[src/rtl/pwm_cmp_pkg.sv]
package pwm_cmp_pkg;

    localparam int NCMP   = 4;
    localparam int ADDR_W = 4;
    localparam int CTL_W  = 5;
    localparam logic [ADDR_W-1:0] ADDR_CFG0 = 4'd4;
    localparam logic [ADDR_W-1:0] ADDR_MODE = 4'd8;

    typedef enum logic [1:0] {
        ACT_HOLD = 2'b00,
        ACT_LOW  = 2'b01,
        ACT_HIGH = 2'b10,
        ACT_TOG  = 2'b11
    } act_e;

    typedef enum logic {
        MODE_PAIR = 1'b0,
        MODE_DUTY = 1'b1
    } mode_e;

    typedef struct packed {
        logic init;
        act_e act;
    } pin_cfg_t;

    typedef struct packed {
        logic       start;
        logic       clr_en;
        logic [1:0] clr_sel;
        mode_e      mode;
    } ctl_t;

    function automatic logic apply_act(act_e a, logic cur);
        case (a)
            ACT_LOW:  return 1'b0;
            ACT_HIGH: return 1'b1;
            ACT_TOG:  return ~cur;
            default:  return cur;
        endcase
    endfunction

endpackage

[src/rtl/pwm_cfg_regs.sv]
module pwm_cfg_regs
    import pwm_cmp_pkg::*;
#(
    parameter int CNT_W = 16
) (
    input  logic                              clk,
    input  logic                              rst,
    input  logic                              wr_en,
    input  logic [ADDR_W-1:0]                 wr_addr,
    input  logic [CNT_W-1:0]                  wr_data,
    output logic [NCMP-1:0][CNT_W-1:0]        cmp,
    output pin_cfg_t [NCMP-1:0]               pcfg,
    output ctl_t                              ctl,
    output logic                              start_pulse
);

    for (genvar k = 0; k < NCMP; k++) begin : g_reg
        localparam logic [ADDR_W-1:0] CMP_ADDR = ADDR_W'(k);
        localparam logic [ADDR_W-1:0] CFG_ADDR = ADDR_CFG0 + ADDR_W'(k);

        always_ff @(posedge clk) begin
            if (rst) begin
                cmp[k]  <= '0;
                pcfg[k] <= '0;
            end else if (wr_en) begin
                if (wr_addr == CMP_ADDR) cmp[k]  <= wr_data;
                if (wr_addr == CFG_ADDR) pcfg[k] <= pin_cfg_t'(wr_data[2:0]);
            end
        end
    end

    logic mode_wr;
    assign mode_wr = wr_en && (wr_addr == ADDR_MODE);

    always_ff @(posedge clk) begin
        if (rst) begin
            ctl         <= '0;
            start_pulse <= 1'b0;
        end else begin
            start_pulse <= mode_wr && wr_data[CTL_W-1] && !ctl.start;
            if (mode_wr) ctl <= ctl_t'(wr_data[CTL_W-1:0]);
        end
    end

    assert_pulse_running_R7: assert property (@(posedge clk) disable iff (rst)
        start_pulse |-> ctl.start);

endmodule

[src/rtl/pwm_up_counter.sv]
module pwm_up_counter #(
    parameter int CNT_W = 16
) (
    input  logic             clk,
    input  logic             rst,
    input  logic             tick,
    input  logic             load_zero,
    input  logic             clr_active,
    input  logic [CNT_W-1:0] period,
    output logic [CNT_W-1:0] cnt,
    output logic             clr_hit
);

    localparam logic [CNT_W-1:0] CNT_MAX = '1;

    assign clr_hit = clr_active && (cnt == period);

    always_ff @(posedge clk) begin
        if (rst || load_zero) begin
            cnt <= '0;
        end else if (tick) begin
            cnt <= clr_hit ? '0 : cnt + 1'b1;
        end
    end

    assert_hold_R2: assert property (@(posedge clk) disable iff (rst)
        (!tick && !load_zero) |=> $stable(cnt));

    assert_clear_R4: assert property (@(posedge clk) disable iff (rst)
        (tick && clr_hit) |=> (cnt == '0));

    assert_wrap_R4: assert property (@(posedge clk) disable iff (rst)
        (tick && !clr_active && !load_zero && cnt == CNT_MAX) |=> (cnt == '0));

    assert_load_R7: assert property (@(posedge clk) disable iff (rst)
        load_zero |=> (cnt == '0));

endmodule

[src/rtl/pwm_pin_logic.sv]
module pwm_pin_logic
    import pwm_cmp_pkg::*;
#(
    parameter int CNT_W = 16
) (
    input  logic                       clk,
    input  logic                       rst,
    input  logic                       tick,
    input  logic                       start_pulse,
    input  ctl_t                       ctl,
    input  logic [NCMP-1:0][CNT_W-1:0] cmp,
    input  pin_cfg_t [NCMP-1:0]        pcfg,
    input  logic [CNT_W-1:0]           cnt,
    input  logic                       clr_hit,
    output logic [NCMP-1:0]            lvl
);

    logic [NCMP-1:0] hit;
    logic [NCMP-1:0] nxt;

    for (genvar k = 0; k < NCMP; k++) begin : g_pin
        localparam int         PART  = k ^ 1;
        localparam bit         EVEN  = ((k % 2) == 0);
        localparam logic [1:0] IDX   = 2'(k);

        assign hit[k] = tick && (cnt == cmp[k]);

        always_comb begin
            nxt[k] = lvl[k];
            if (start_pulse) begin
                if (ctl.mode == MODE_DUTY)
                    nxt[k] = (ctl.clr_sel == IDX) ? 1'b0 : pcfg[k].init;
                else
                    nxt[k] = EVEN ? pcfg[k].init : 1'b0;
            end else if (tick) begin
                if (ctl.mode == MODE_DUTY) begin
                    if (ctl.clr_sel == IDX)
                        nxt[k] = 1'b0;
                    else if (clr_hit)
                        nxt[k] = pcfg[k].init;
                    else if (hit[k])
                        nxt[k] = apply_act(pcfg[k].act, lvl[k]);
                end else if (EVEN) begin
                    if (cmp[k] != cmp[PART]) begin
                        if (hit[k])
                            nxt[k] = apply_act(pcfg[k].act, lvl[k]);
                        else if (hit[PART])
                            nxt[k] = apply_act(pcfg[PART].act, lvl[k]);
                    end
                end else begin
                    nxt[k] = 1'b0;
                end
            end
        end

        always_ff @(posedge clk) begin
            if (rst) lvl[k] <= 1'b0;
            else     lvl[k] <= nxt[k];
        end

        assert_cycle_return_R10: assert property (@(posedge clk) disable iff (rst)
            (tick && !start_pulse && ctl.mode == MODE_DUTY && clr_hit && ctl.clr_sel != IDX)
            |=> (lvl[k] == $past(pcfg[k].init)));
    end

    assert_stopped_R2: assert property (@(posedge clk) disable iff (rst)
        (!tick && !start_pulse) |=> $stable(lvl));

    assert_pair_equal_R6: assert property (@(posedge clk) disable iff (rst)
        (tick && !start_pulse && ctl.mode == MODE_PAIR && cmp[0] == cmp[1])
        |=> (lvl[0] == $past(lvl[0])));

endmodule

[src/rtl/pwm_timer.sv]
module pwm_timer
    import pwm_cmp_pkg::*;
#(
    parameter int CNT_W = 16
) (
    input  logic              clk,
    input  logic              rst,
    input  logic              wr_en,
    input  logic [3:0]        wr_addr,
    input  logic [CNT_W-1:0]  wr_data,
    input  logic              cnt_en,
    output logic [3:0]        pin_out
);

    logic [NCMP-1:0][CNT_W-1:0] cmp;
    pin_cfg_t [NCMP-1:0]        pcfg;
    ctl_t                       ctl;
    logic                       start_pulse;
    logic [CNT_W-1:0]           cnt;
    logic                       clr_hit;
    logic                       tick;
    logic                       clr_active;
    logic [NCMP-1:0]            lvl;

    assign tick       = ctl.start && cnt_en && !start_pulse;
    assign clr_active = (ctl.mode == MODE_DUTY) || ctl.clr_en;

    pwm_cfg_regs #(.CNT_W(CNT_W)) u_regs (
        .clk         (clk),
        .rst         (rst),
        .wr_en       (wr_en),
        .wr_addr     (wr_addr),
        .wr_data     (wr_data),
        .cmp         (cmp),
        .pcfg        (pcfg),
        .ctl         (ctl),
        .start_pulse (start_pulse)
    );

    pwm_up_counter #(.CNT_W(CNT_W)) u_cnt (
        .clk        (clk),
        .rst        (rst),
        .tick       (tick),
        .load_zero  (start_pulse),
        .clr_active (clr_active),
        .period     (cmp[ctl.clr_sel]),
        .cnt        (cnt),
        .clr_hit    (clr_hit)
    );

    pwm_pin_logic #(.CNT_W(CNT_W)) u_pins (
        .clk         (clk),
        .rst         (rst),
        .tick        (tick),
        .start_pulse (start_pulse),
        .ctl         (ctl),
        .cmp         (cmp),
        .pcfg        (pcfg),
        .cnt         (cnt),
        .clr_hit     (clr_hit),
        .lvl         (lvl)
    );

    assign pin_out = lvl;

    assert_reset_R1: assert property (@(posedge clk)
        $past(rst) |-> (pin_out == 4'b0000 && !ctl.start));

endmodule

[config.mk]
export PLATFORM = sky130hd
export DESIGN_NAME = pwm_timer
export DESIGN_NICKNAME = d
export VERILOG_FILES = /design/src/rtl/pwm_cmp_pkg.sv /design/src/rtl/pwm_cfg_regs.sv /design/src/rtl/pwm_up_counter.sv /design/src/rtl/pwm_pin_logic.sv /design/src/rtl/pwm_timer.sv
export SDC_FILE = /design/constraint.sdc
export NUM_CORES = 1
export LEC_CHECK = 0
export ABC_AREA = 1
export CORE_ASPECT_RATIO = 1.25
export CORE_MARGIN = 4
export CORE_UTILIZATION = 50
export CTS_CLUSTER_SIZE = 20
export DETAILED_ROUTE_END_ITERATION = 12
export GPL_TIMING_DRIVEN = 0
export PLACE_DENSITY = 0.76
export SLEW_MARGIN = 5
export SYNTH_ARGS = -nofsm -noshare
export SYNTH_HDL_FRONTEND = slang
export SYNTH_HIERARCHICAL = 1
export SYNTH_SLANG_ARGS = --single-unit
[constraint.sdc]
create_clock -name clk -period 4.56 [get_ports clk]
set_clock_uncertainty 0.2 [all_clocks]
set_input_delay 1.368 -clock clk [delete_from_list [all_inputs] [get_ports clk]]
set_output_delay 1.368 -clock clk [all_outputs]
set_load 0.02 [all_outputs]
* Word level (Yosys, flattened, before mapping)
Index checks and enable logic that the tools add are counted.
Operators by class: add/sub/neg operators 1, $lt $le $gt $ge 1, eq/ne operators 36, multiplexer cells 47, bitwise logic cells 4, reduce and logical (&&, ||, !) cells 35
Operator list (count):
- 16-bit equality test | 5
- 1-bit 2-to-1 mux | 38
- 16-bit binary-select mux with 2-bit select | 1
- 16-bit 2-to-1 mux | 2
- 16-bit inequality test | 2
- 2-bit equality test, second input constant | 10
- 5-bit by 4-bit inequality test with 1-bit output, second input constant | 4
- 1-bit case mux with 3 select lines | 6
- 16-bit by 1-bit adder with 16-bit output, second input constant | 1
- 4-bit by 3-bit equality test with 1-bit output, second input constant | 4
- 2-bit AND reduction | 8
- 7-bit by 6-bit inequality test with 1-bit output, second input constant | 2
- 6-bit nonzero test | 2
- 2-bit by 1-bit equality test with 1-bit output, second input constant | 5
- 1-bit logical AND | 10
- 5-bit AND reduction | 2
- 4-bit by 2-bit equality test with 1-bit output, second input constant | 2
- 4-bit nonzero test | 2
- 3-bit AND reduction | 2
- 3-bit nonzero test | 2
- 4-bit by 1-bit equality test with 1-bit output, second input constant | 1
- 4-bit equality test, second input constant | 1
- 4-bit zero test | 1
- 1-bit inverter | 4
- other kinds (5) | 7
Word-level totals: flip-flop bits (word level) 102, logic and storage cells 146

* Logic depth before layout (Yosys ltp)
Gate-level depths: netlist (run 1).
depth after elaboration 9, mapped depth 23

* Hierarchy
The synthesis (run 1) kept the hierarchy.
Modules (own cells, without submodules):
- pwm_cfg_regs | times used 1, cells each 427, area an instance 3309.4 sq um
- pwm_pin_logic | times used 1, cells each 426, area an instance 2099.5 sq um
- pwm_up_counter | times used 1, cells each 190, area an instance 1128.6 sq um
- pwm_timer | times used 1, cells each 191, area an instance 819.5 sq um

* Worst setup path after synthesis (run 1)
OpenSTA, ideal clock, no wires.
path type input -> register, start point input port cnt_en, end point register u_pins.lvl[0], arrival 2.632 ns, required time 4.247 ns, slack 1.615 ns, cell stages on the path 13, path through nand2_1 nor2_1 inv_1 a21oi_1 nand3_2 nor2_2 nand3_2 nand2_1 nand2_1 nor2_1 nand2_1 nor2_1 nor2_1
Between the ends: word-level cells in the longest chain between the ends 8, elaborated cells on any way between the ends 14, those cells by class eq/ne (1); mux (5); reduce/logical (8)
RTL lines:
- start: declaration | line pwm_timer.sv:11 | input logic cnt_en,
- 1-bit logical AND * (2 in series) | line pwm_timer.sv:25 | assign tick = ctl.start && cnt_en && !start_pulse;
- net tick | line pwm_timer.sv:21 | logic tick;
- 1-bit logical AND | line pwm_pin_logic.sv:26 | assign hit[k] = tick && (cnt == cmp[k]);
- 1-bit 2-to-1 mux | line pwm_pin_logic.sv:45 | if (hit[k])
- 1-bit 2-to-1 mux | line pwm_pin_logic.sv:44 | if (cmp[k] != cmp[PART]) begin
- 1-bit 2-to-1 mux | line pwm_pin_logic.sv:36 | if (ctl.mode == MODE_DUTY) begin
- 1-bit 2-to-1 mux | line pwm_pin_logic.sv:35 | end else if (tick) begin
- 1-bit 2-to-1 mux | line pwm_pin_logic.sv:30 | if (start_pulse) begin
- end signal: indexed assignment | line pwm_pin_logic.sv:58 | else lvl[k] <= nxt[k];
- end: declaration | line pwm_pin_logic.sv:15 | output logic [NCMP-1:0] lvl
The timed path passes the listed nets; every way through them passes the cells marked *. The select of a mux whose other input is x is not followed. A chain may end at the register's enable or synchronous reset.

* Worst setup path after layout (run 1)
Same ends and word-level chain as after synthesis.

==> results of run 1 <==
## cells in the final DEF (no fill, tap or decap), types with 3 or more instances in the layout
master           count
nand2_1            368
or2_1                3
nand2_2              4
nor3_1              15
a21oi_1             42
dfxtp_1            102
clkinv_4             4
nand3_1             63
xor2_1              16
clkbuf_16            9
o21ai_1             12
inv_1              184
nor2_1             201
or2_2                5
ha_1                 7
clkbuf_1             5
nand4_1             58
buf_2               12
nor2_2               9
nand3b_1             3
inv_2                9
xnor2_1             37
nand3_2              4
nor2_4               4
buf_6               17
o21ai_0             29
buf_4                4
o22ai_1              3
clkdlybuf4s50_1     26
## sequential cells by signal, summed over array words and instances (netlist names)
name,flops
u_cnt/cnt,16
u_pins/lvl,4
u_regs/cmp,64
u_regs/ctl,5
u_regs/pcfg,12
u_regs/start_pulse,1
## per-stage QoR
| step | instance area (um2) | utilization (%) |
|---|---|---|
| after detailed placement | 7840 | 54.4 |
| final | 8150 | 56.5 |
| after floorplan | 7360 | - |
| after global routing | 8150 | 56.5 |
| after global placement | 7840 | 54.4 |
| after CTS | 8150 | 56.5 |
## area by class of cell
| cell class | count | area, um2 |
|---|---|---|
| fillers | 1419 | 6260 |
| multi-input cells | 894 | 4230 |
| flip-flops and latches | 102 | 2040 |
| inverters | 197 | 752 |
| plain buffers | 41 | 330 |
| repair buffers | 26 | 260 |
| clock buffers | 10 | 229 |
| well taps | 178 | 223 |
| clock inverters | 6 | 76.3 |
## how the worst max path moves through the flow
stage / startpoint / endpoint / slack, ns
floorplan: cnt_en / u_pins/lvl[0] / 1.62
CTS: cnt_en / u_pins/lvl[3] / 0.72
detailed placement: cnt_en / u_pins/lvl[3] / 0.35
finish: cnt_en / u_pins/lvl[0] / 0.65
global placement: cnt_en / u_pins/lvl[0] / 0.35
global route: cnt_en / u_pins/lvl[0] / 0.49
## critical path, delay by kind of cell
family	cells	cell delay [ns]
AND/OR/NAND/NOR	12	1.59
AO/OA/AOI/OAI	1	0.23
buffers and inverters	2	0.83
## metal layers
metal	track usage [%]	share of wire, %	routed length (um)
met3	2.74	5.5	1220
met4	15.5	5.8	1270
met2	45.0	46	10300
met1	35.1	42	9380
met5	0	0	0
## cell families after synthesis
family          share of synthesized area, %
buf+inv                                 14.7
compound gates                          6.58
simple gates                            43.5
flops                                   27.8
xor+xnor                                6.31
fa+ha+maj                               1.19
## power breakdown
part           switching, mW  internal [mW]
Combinational          0.159         0.0905
Sequential            0.0184          0.903
Clock                  0.381          0.437
Total                  0.558           1.43
==> impl_results.md, run 1 <==
- Worst R2R Path Depth: 20
- Synth top area share: 27.8%
- Root Buffer: clkbuf_16
- EDFF count, synth: 0
- Synth cell count leaders: 368 x nand2_1, 201 x nor2_1, 184 x inv_1, 102 x dfxtp_1, 63 x nand3_1
- DR pass1 iterations: 6
- Max Cap Viol: 0
- Min Clock Period, post-route: 3.91 ns
- R2R Setup Slk: 1.13 ns
- Die area: 16,700 um2
- Nets: 1,302
- Drt total wl: 22,100 um
- Hold path depth: 1
- Final setup violation count: 0
- Layout cell share with drive strength beyond 1: 7.29%
- Area leader, netlist: dfxtp_1
- DR vias: 7,719
- Critical path cell sequence: clkdlybuf4s50_1 -> nand2_1 -> nor2_1 -> inv_1 -> a21oi_1 -> nand3_2 -> nor2_2 -> nand3_2 -> nand2_1 -> nand2_1 -> nor2_1 -> nand2_1 -> nand2_1 -> nand2_1 -> nor2_1
- Post-CTS setup buffers: 0
- Synth cell types: 40
- Layout Cells excl Fill: 1,454
- Ys flop type: dfxtp_1
- Status: finished clean
- CP required: 4.66 ns
- Synth Cell Area: 7360 um2
- Register area share after synthesis: 27.8%
- Final period util: 85.8%
- Die height: 144 um
- Asr flop ratio synth: 0%
- P_leak: 3.53 nW
- Max H-tree Level: 3
- Clock sink total: 102
- HP Start: u_regs/ctl[4]
- Yosys Warn Count: 6
- Synth area leaders: dfxtp_1 28%, nand2_1 19%, nor2_1 10%
- Global route overflow: 0
- Antenna-violating nets left: 0
- HPWL after DPL: 17,500 um
- Worst Setup End Kind: flip-flop
- Final Wtd Congestion: 0.944
- HP Class: flip-flop to flip-flop
- Worst hold slack: 0.250 ns
- Syn_nets: 1,265
- Worst setup path category: primary input to flip-flop
- Initial antenna violation count: 0
- WHS Endpoint: u_regs/start_pulse
- P per Cell Area: 244 nW/um2
- Most frequent CP cell: nand2_1
- Clock Latency Late Sink: 0.36 ns
- Avg Cell Area, Syn: 5.96 um2
- P&R area growth vs syn: 10.7%
- CTS Hold Bufs: 0
- Vias per std cell: 5.31
- Row Count: 49
- Clock transition at the registers of the reported paths: 0.08 ns
- RSZ-0062 raised after global routing: no
- RR Startpoint: u_regs/ctl[1]
- Count leader, synth: nand2_1
- DIE WIDTH: 116 um
- First-pass GRT wire length: 35,900 um
- Arr. time, crit path: 4.02 ns
- Cts bufs inserted: 9
- Max-slew headroom: 49.9%
- Post_cts resized: 0
- Wire per inst: 15.2 um
- Drt initial violations: 660
- Flops & latches, synth: 102
- CP peak stage delay: 0.57 ns
- Vias in the first global route: 7,168
- Setup TNS: 0 ns
- Total power: 1.99 mW
- IO Count: 28
- Initial Util: 51.1%
- Slew Limit Fails: 0
- Reg2reg end: u_pins/lvl[0]
- Core area: 14,400 um2
- Largest net degree at the start of global routing: 19
- Element type at the critical path start: primary input
- Clock Path Buffers: 2
- Antenna diodes: 0
- CTS tree: done
- Final setup margin: 0.646 ns
- CP max-delay cell: nor2_1
- Synth Instances: 1,234
- Largest vdd supply drop: 0.199 mV
- Critical-path maximum fanout: 7
- Place WS: 0.345 ns
- Worst slew pin tran: 0.749 ns
- Hold Fails Final Rpt: 0
- Fmax: 255 MHz
- Input/output buffers: 26
- GRT Total Usage: 27.5%
- # DRC: 0
- Inst Count DP: 1,438
(Power assumes the default switching activity.)
==> inputs of run 2 (changes only) <==
CORE_MARGIN = unset   (was 4)
DONT_BUFFER_PORTS = 1   (was unset)
PLACE_DENSITY = 0.74   (was 0.76)
SLEW_MARGIN = 15   (was 5)
==> impl_results.md, run 2 (synthesized netlist as in run 1, its figures left out) <==
- Reg power frac: 48.6%
- Layout cell share with drive strength beyond 1: 7.52%
- Initial antenna violation count: 0
- CTS tree: done
- Critical Path Sink: u_pins/lvl[0]
- Most frequent CP cell: nor2_1
- CP peak stage delay: 0.57 ns
- Row Count: 49
- DR vias: 7,452
- CP startpoint: cnt_en
- Wire per inst: 15.4 um
- Worst slew pin tran: 0.745 ns
- Die area: 15,200 um2
- Drt total wl: 21,900 um
- Vias per std cell: 5.22
- Arr. time, crit path: 3.53 ns
- DR pass1 iterations: 5
- First-pass GRT wire length: 34,200 um
- Vias in the first global route: 6,749
- RR Startpoint: u_regs/ctl[1]
- Max-slew headroom: 50.1%
- Cts bufs inserted: 9
- Delay-heaviest family, CP: simple AND/OR/NAND/NOR gates
- RSZ-0062 raised after global routing: no
- Drt initial violations: 556
- Fill count: 1,512
- Root Buffer: clkbuf_16
- Total power: 1.90 mW
- Buf/Inv on CP: 1
- Combinational power share: 11.4%
- Worst R2R Path Depth: 19
- Stages on the worst setup path: 13
- Sw Ratio: 28.6%
- Element type at the critical path start: primary input
- Nets: 1,276
- R2R Setup Slk: 1.14 ns
- Multi-input gate area: 4230 um2
- Core area: 14,400 um2
- Fmax: 288 MHz
- Final Wtd Congestion: 0.962
- Reg2reg end: u_pins/lvl[0]
- Max H-tree Level: 3
- Slew Limit Fails: 0
- Clock sink total: 102
- Setup TNS: 0 ns
- Largest net degree at the start of global routing: 19
- Clock Path Buffers: 2
- Antenna-violating nets left: 0
- CP required: 4.62 ns
- HPWL after DPL: 17,500 um
- Max Cap Viol: 0
- Final period util: 76.1%
- Final setup violation count: 0
- GRT Total Usage: 29.1%
- Worst setup path category: primary input to flip-flop
- Biggest regs: u_regs/cmp (64), u_cnt/cnt (16), u_regs/pcfg (12)
- CTS Hold Bufs: 0
- Clock transition at the registers of the reported paths: 0.07 ns
- Input/output buffers: 0
- Hold Fails Final Rpt: 0
- Status: finished clean
- Worst Setup End Kind: flip-flop
- Min Clock Period, post-route: 3.47 ns
- Commonest non-fill, non-tap cell in the layout: nand2_1
- Sw power: 543 uW
- IO Count: 28
- Int Power: 1.36 mW
- Post-CTS setup buffers: 0
- DIE WIDTH: 110 um
- Worst hold slack: 0.258 ns
- Clk pwr share: 40.1%
- # DRC: 0
- Clock Latency Late Sink: 0.36 ns
- Initial Util: 51.1%
- CP max-delay cell: nor2_1
- Global route overflow: 0
- Largest register FFs: 64
- Die height: 138 um
- Critical path cell sequence: nand2_1 -> nor2_1 -> inv_1 -> nor2_1 -> nand3_1 -> nor2_1 -> nand3_1 -> nand2_1 -> nor2_1 -> nor2_1 -> nand2_1 -> nor2_1 -> nor2_1
- P&R area growth vs syn: 6.87%
- Most frequent cells in the layout: 368 x nand2_1, 201 x nor2_1, 184 x inv_1
- Post_cts resized: 0
- P_leak: 3.41 nW
- Critical-path maximum fanout: 7
- Antenna diodes: 0
- HP Class: flip-flop to flip-flop
- Register bank with the most flops: u_regs/cmp
- Storage element area: 2040 um2
- P per Cell Area: 242 nW/um2
- Largest vdd supply drop: 0.198 mV
==> run 2: cell count changes in the layout (fill, tap and decap cells not counted) <==
cell / delta
bufinv_16: -1
clkinvlp_4: +2
clkinv_2: +1
clkbuf_1: -1
clkinv_4: -1
clkdlybuf4s50_1: -26
==> run 2: metrics by stage <==
| step | cells | util [%] | cell area [um2] | setup slack [ns] |
|---|---|---|---|---|
| floorplan | 1234 | - | 7360 | 1.62 |
| global placement | 1412 | 52.6 | 7580 | 0.837 |
| detailed placement | 1412 | 52.6 | 7580 | 0.823 |
| CTS | 1428 | 54.6 | 7860 | 1.19 |
| global route | 1428 | 54.6 | 7860 | 0.960 |
| finish | 1428 | 54.6 | 7860 | 1.09 |
==> run 2: power groups by stage <==
| stage | Sequential, mW | Clock (mW) | Combinational, mW |
|---|---|---|---|
| final | 0.922 | 0.761 | 0.216 |
| after global routing | 0.925 | 0.797 | 0.237 |
| after CTS | 0.922 | 0.766 | 0.213 |
| after detailed placement | 0.943 | 0 | 0.211 |
| after global placement | 0.943 | 0 | 0.209 |
| after floorplan | 0.937 | 0 | 0.160 |
==> run 2: cell type report <==
| cell class | instances | share of cell area [%] |
|---|---|---|
| multi-input combinational | 894 | 53.8 |
| buffer | 41 | 4.20 |
| inverter | 197 | 9.56 |
| tap | 178 | 2.83 |
| clock inverter | 7 | 0.732 |
| sequential | 102 | 26.0 |
| clock buffer | 9 | 2.86 |
==> run 2: worst min path at each step <==
stage | start | end | slack (ns) | depth (start not counted)
6_report | u_regs/ctl[4] | u_regs/start_pulse | 0.26 | 1
5_1_grt | u_regs/ctl[4] | u_regs/start_pulse | 0.28 | 1
4_1_cts | u_regs/ctl[4] | u_regs/start_pulse | 0.26 | 1
3_5_place_dp | u_regs/ctl[4] | u_regs/start_pulse | 0.25 | 1
3_3_place_gp | u_regs/ctl[4] | u_regs/start_pulse | 0.24 | 1
2_1_floorplan | u_regs/ctl[4] | u_regs/start_pulse | 0.22 | 1
==> run 2: metal layers <==
metal	wire (um)	up-vias	part of all wire, %	GRT usage [%]
li1	-	3838	-	-
met1	8990	3275	41	33.9
met2	10400	273	48	51.3
met3	1480	66	6.8	4.36
met4	1030	0	4.7	16.2
met5	0	-	0	0
==> inputs of run 3 (changes only) <==
clock period = 3.2 ns   (was 4.56 ns; I/O delays follow)
==> impl_results.md, run 3 (synthesized netlist as in run 1, its figures left out) <==
- RSZ-0062 raised after global routing: no
- Final setup margin: 0.199 ns
- Max H-tree Level: 3
- Worst slew pin tran: 0.734 ns
- Buf/Inv on CP: 1
- Commonest non-fill, non-tap cell in the layout: nand2_1
- Wire per inst: 15.4 um
- Initial Util: 51.1%
- Row Count: 49
- CP max-delay cell: nor2_1
- Clock Path Buffers: 2
- Layout cell share with drive strength beyond 1: 7.99%
- Root Buffer: clkbuf_16
- Largest register FFs: 64
- Clock transition at the registers of the reported paths: 0.08 ns
- Core area: 14,400 um2
- Largest net degree at the start of global routing: 19
- Inst Count DP: 1,412
- DR top layer: met4
- Storage element area: 2040 um2
- Global route overflow: 0
- M1 wire length: 9050 um
- P per Cell Area: 343 nW/um2
- HPWL after DPL: 17,500 um
- Largest vdd supply drop: 0.282 mV
- CP required: 3.27 ns
- Fmax: 333 MHz
- Drt total wl: 21,900 um
- Max Cap Viol: 0
- Arr. time, crit path: 3.07 ns
- First-pass GRT wire length: 34,200 um
- Delay-heaviest family, CP: simple AND/OR/NAND/NOR gates
- Critical-path maximum fanout: 7
- Input/output buffers: 0
- Final setup violation count: 0
- Worst Setup End Kind: flip-flop
- GRT Total Usage: 29.1%
- Die area: 15,200 um2
- Final Wtd Congestion: 0.962
- Final Cell Area: 7890 um2
- # DRC: 0
- Status: finished clean
- P_leak: 3.42 nW
- DR WL met2: 10,500 um
- IO Count: 28
- Nets: 1,277
- Placed cell areas: 7580 um2
- DR pass1 iterations: 5
- P&R area growth vs syn: 7.24%
- Antenna-violating nets left: 0
- Fin util: 54.8%
- Multi-input gate area: 4250 um2
- Cts bufs inserted: 9
- Antenna diodes: 0
- Clock sink total: 102
- Critical path cell sequence: nand2_1 -> nor2_1 -> inv_1 -> nor2_1 -> nand3_1 -> nor2_1 -> nand3_1 -> nand2_1 -> nor2_1 -> nor2_1 -> nand2_1 -> nor2_1 -> nor2_1
- Slew Limit Fails: 0
- DIE WIDTH: 110 um
- Max-slew headroom: 50.9%
- Vias per std cell: 5.22
- Die height: 138 um
- Worst setup path category: primary input to flip-flop
- CTS Hold Bufs: 0
- Place WS: -0.129 ns
- Drt initial violations: 577
- Most frequent cells in the layout: 367 x nand2_1, 200 x nor2_1, 184 x inv_1
- Layout Cells excl Fill: 1,429
- Hold Fails Final Rpt: 0
- Initial antenna violation count: 0
- CTS tree: done
- Clock Latency Late Sink: 0.36 ns
- Vias in the first global route: 6,748
- Element type at the critical path start: primary input
- Biggest regs: u_regs/cmp (64), u_cnt/cnt (16), u_regs/pcfg (12)
- DR vias: 7,462
- Setup TNS: 0 ns
- Most frequent CP cell: nor2_1
- Min Clock Period, post-route: 3.00 ns
- CP peak stage delay: 0.56 ns
- Fill count: 1,505
- Register bank with the most flops: u_regs/cmp
- DR WL met3: 1370 um
- HP Class: flip-flop to flip-flop
- Final period util: 93.8%
-- run 3: changes by cell type in the layout (fill, tap and decap cells not counted), sizes merged --
| cell | delta |
|---|---|
| buf | +1 |
-- run 3: cell type report --
type | instances | area share, %
Multi-Input combinational cell | 894 | 53.9
Sequential cell | 102 | 25.9
Inverter | 197 | 9.53
Buffer | 41 | 4.19
Clock buffer | 9 | 2.85
Tap cell | 178 | 2.82
Clock inverter | 7 | 0.729
Timing Repair Buffer | 1 | 0.0951
-- run 3: worst paths after layout --
| path | from | endpoint | slack (ns) | cells past startpoint |
|---|---|---|---|---|
| setup / recovery | cnt_en | u_pins/lvl[0] | 0.20 | 13 |
| hold / removal | u_regs/ctl[4] | u_regs/start_pulse | 0.26 | 1 |
| setup reg to reg | u_regs/ctl[1] | u_pins/lvl[2] | 0.20 | 17 |
| hold reg to reg | u_regs/ctl[4] | u_regs/start_pulse | 0.26 | 1 |
-- run 3: per-stage QoR --
| stage | hold slack [ns] | power, mW |
|---|---|---|
| 2_1_floorplan | 0.223 | 1.56 |
| 3_5_place_dp | 0.246 | 1.65 |
| 5_1_grt | 0.275 | 2.80 |
| 4_1_cts | 0.258 | 2.71 |
| 6_report | 0.256 | 2.71 |
| 3_3_place_gp | 0.241 | 1.64 |
-- run 3: per-layer routing --
layer / vias up / global-route usage [%]
met4: 0 / 16.8
li1: 3840 / -
met3: 63 / 4.36
met1: 3323 / 33.8
met5: - / 0
met2: 236 / 51.2
-- run 3: power breakdown --
group | internal, mW | total, mW | switching (mW)
registers | 1.29 | 1.31 | 0.0273
clock network | 0.539 | 1.08 | 0.541
logic | 0.107 | 0.312 | 0.205
-- run 3: what timing repair did --
item                       in CTS  in global routing
buffers inserted                0                  1
pin swaps                       0                  1
setup endpoints to repair       2                  4
gates resized for setup         1                  5
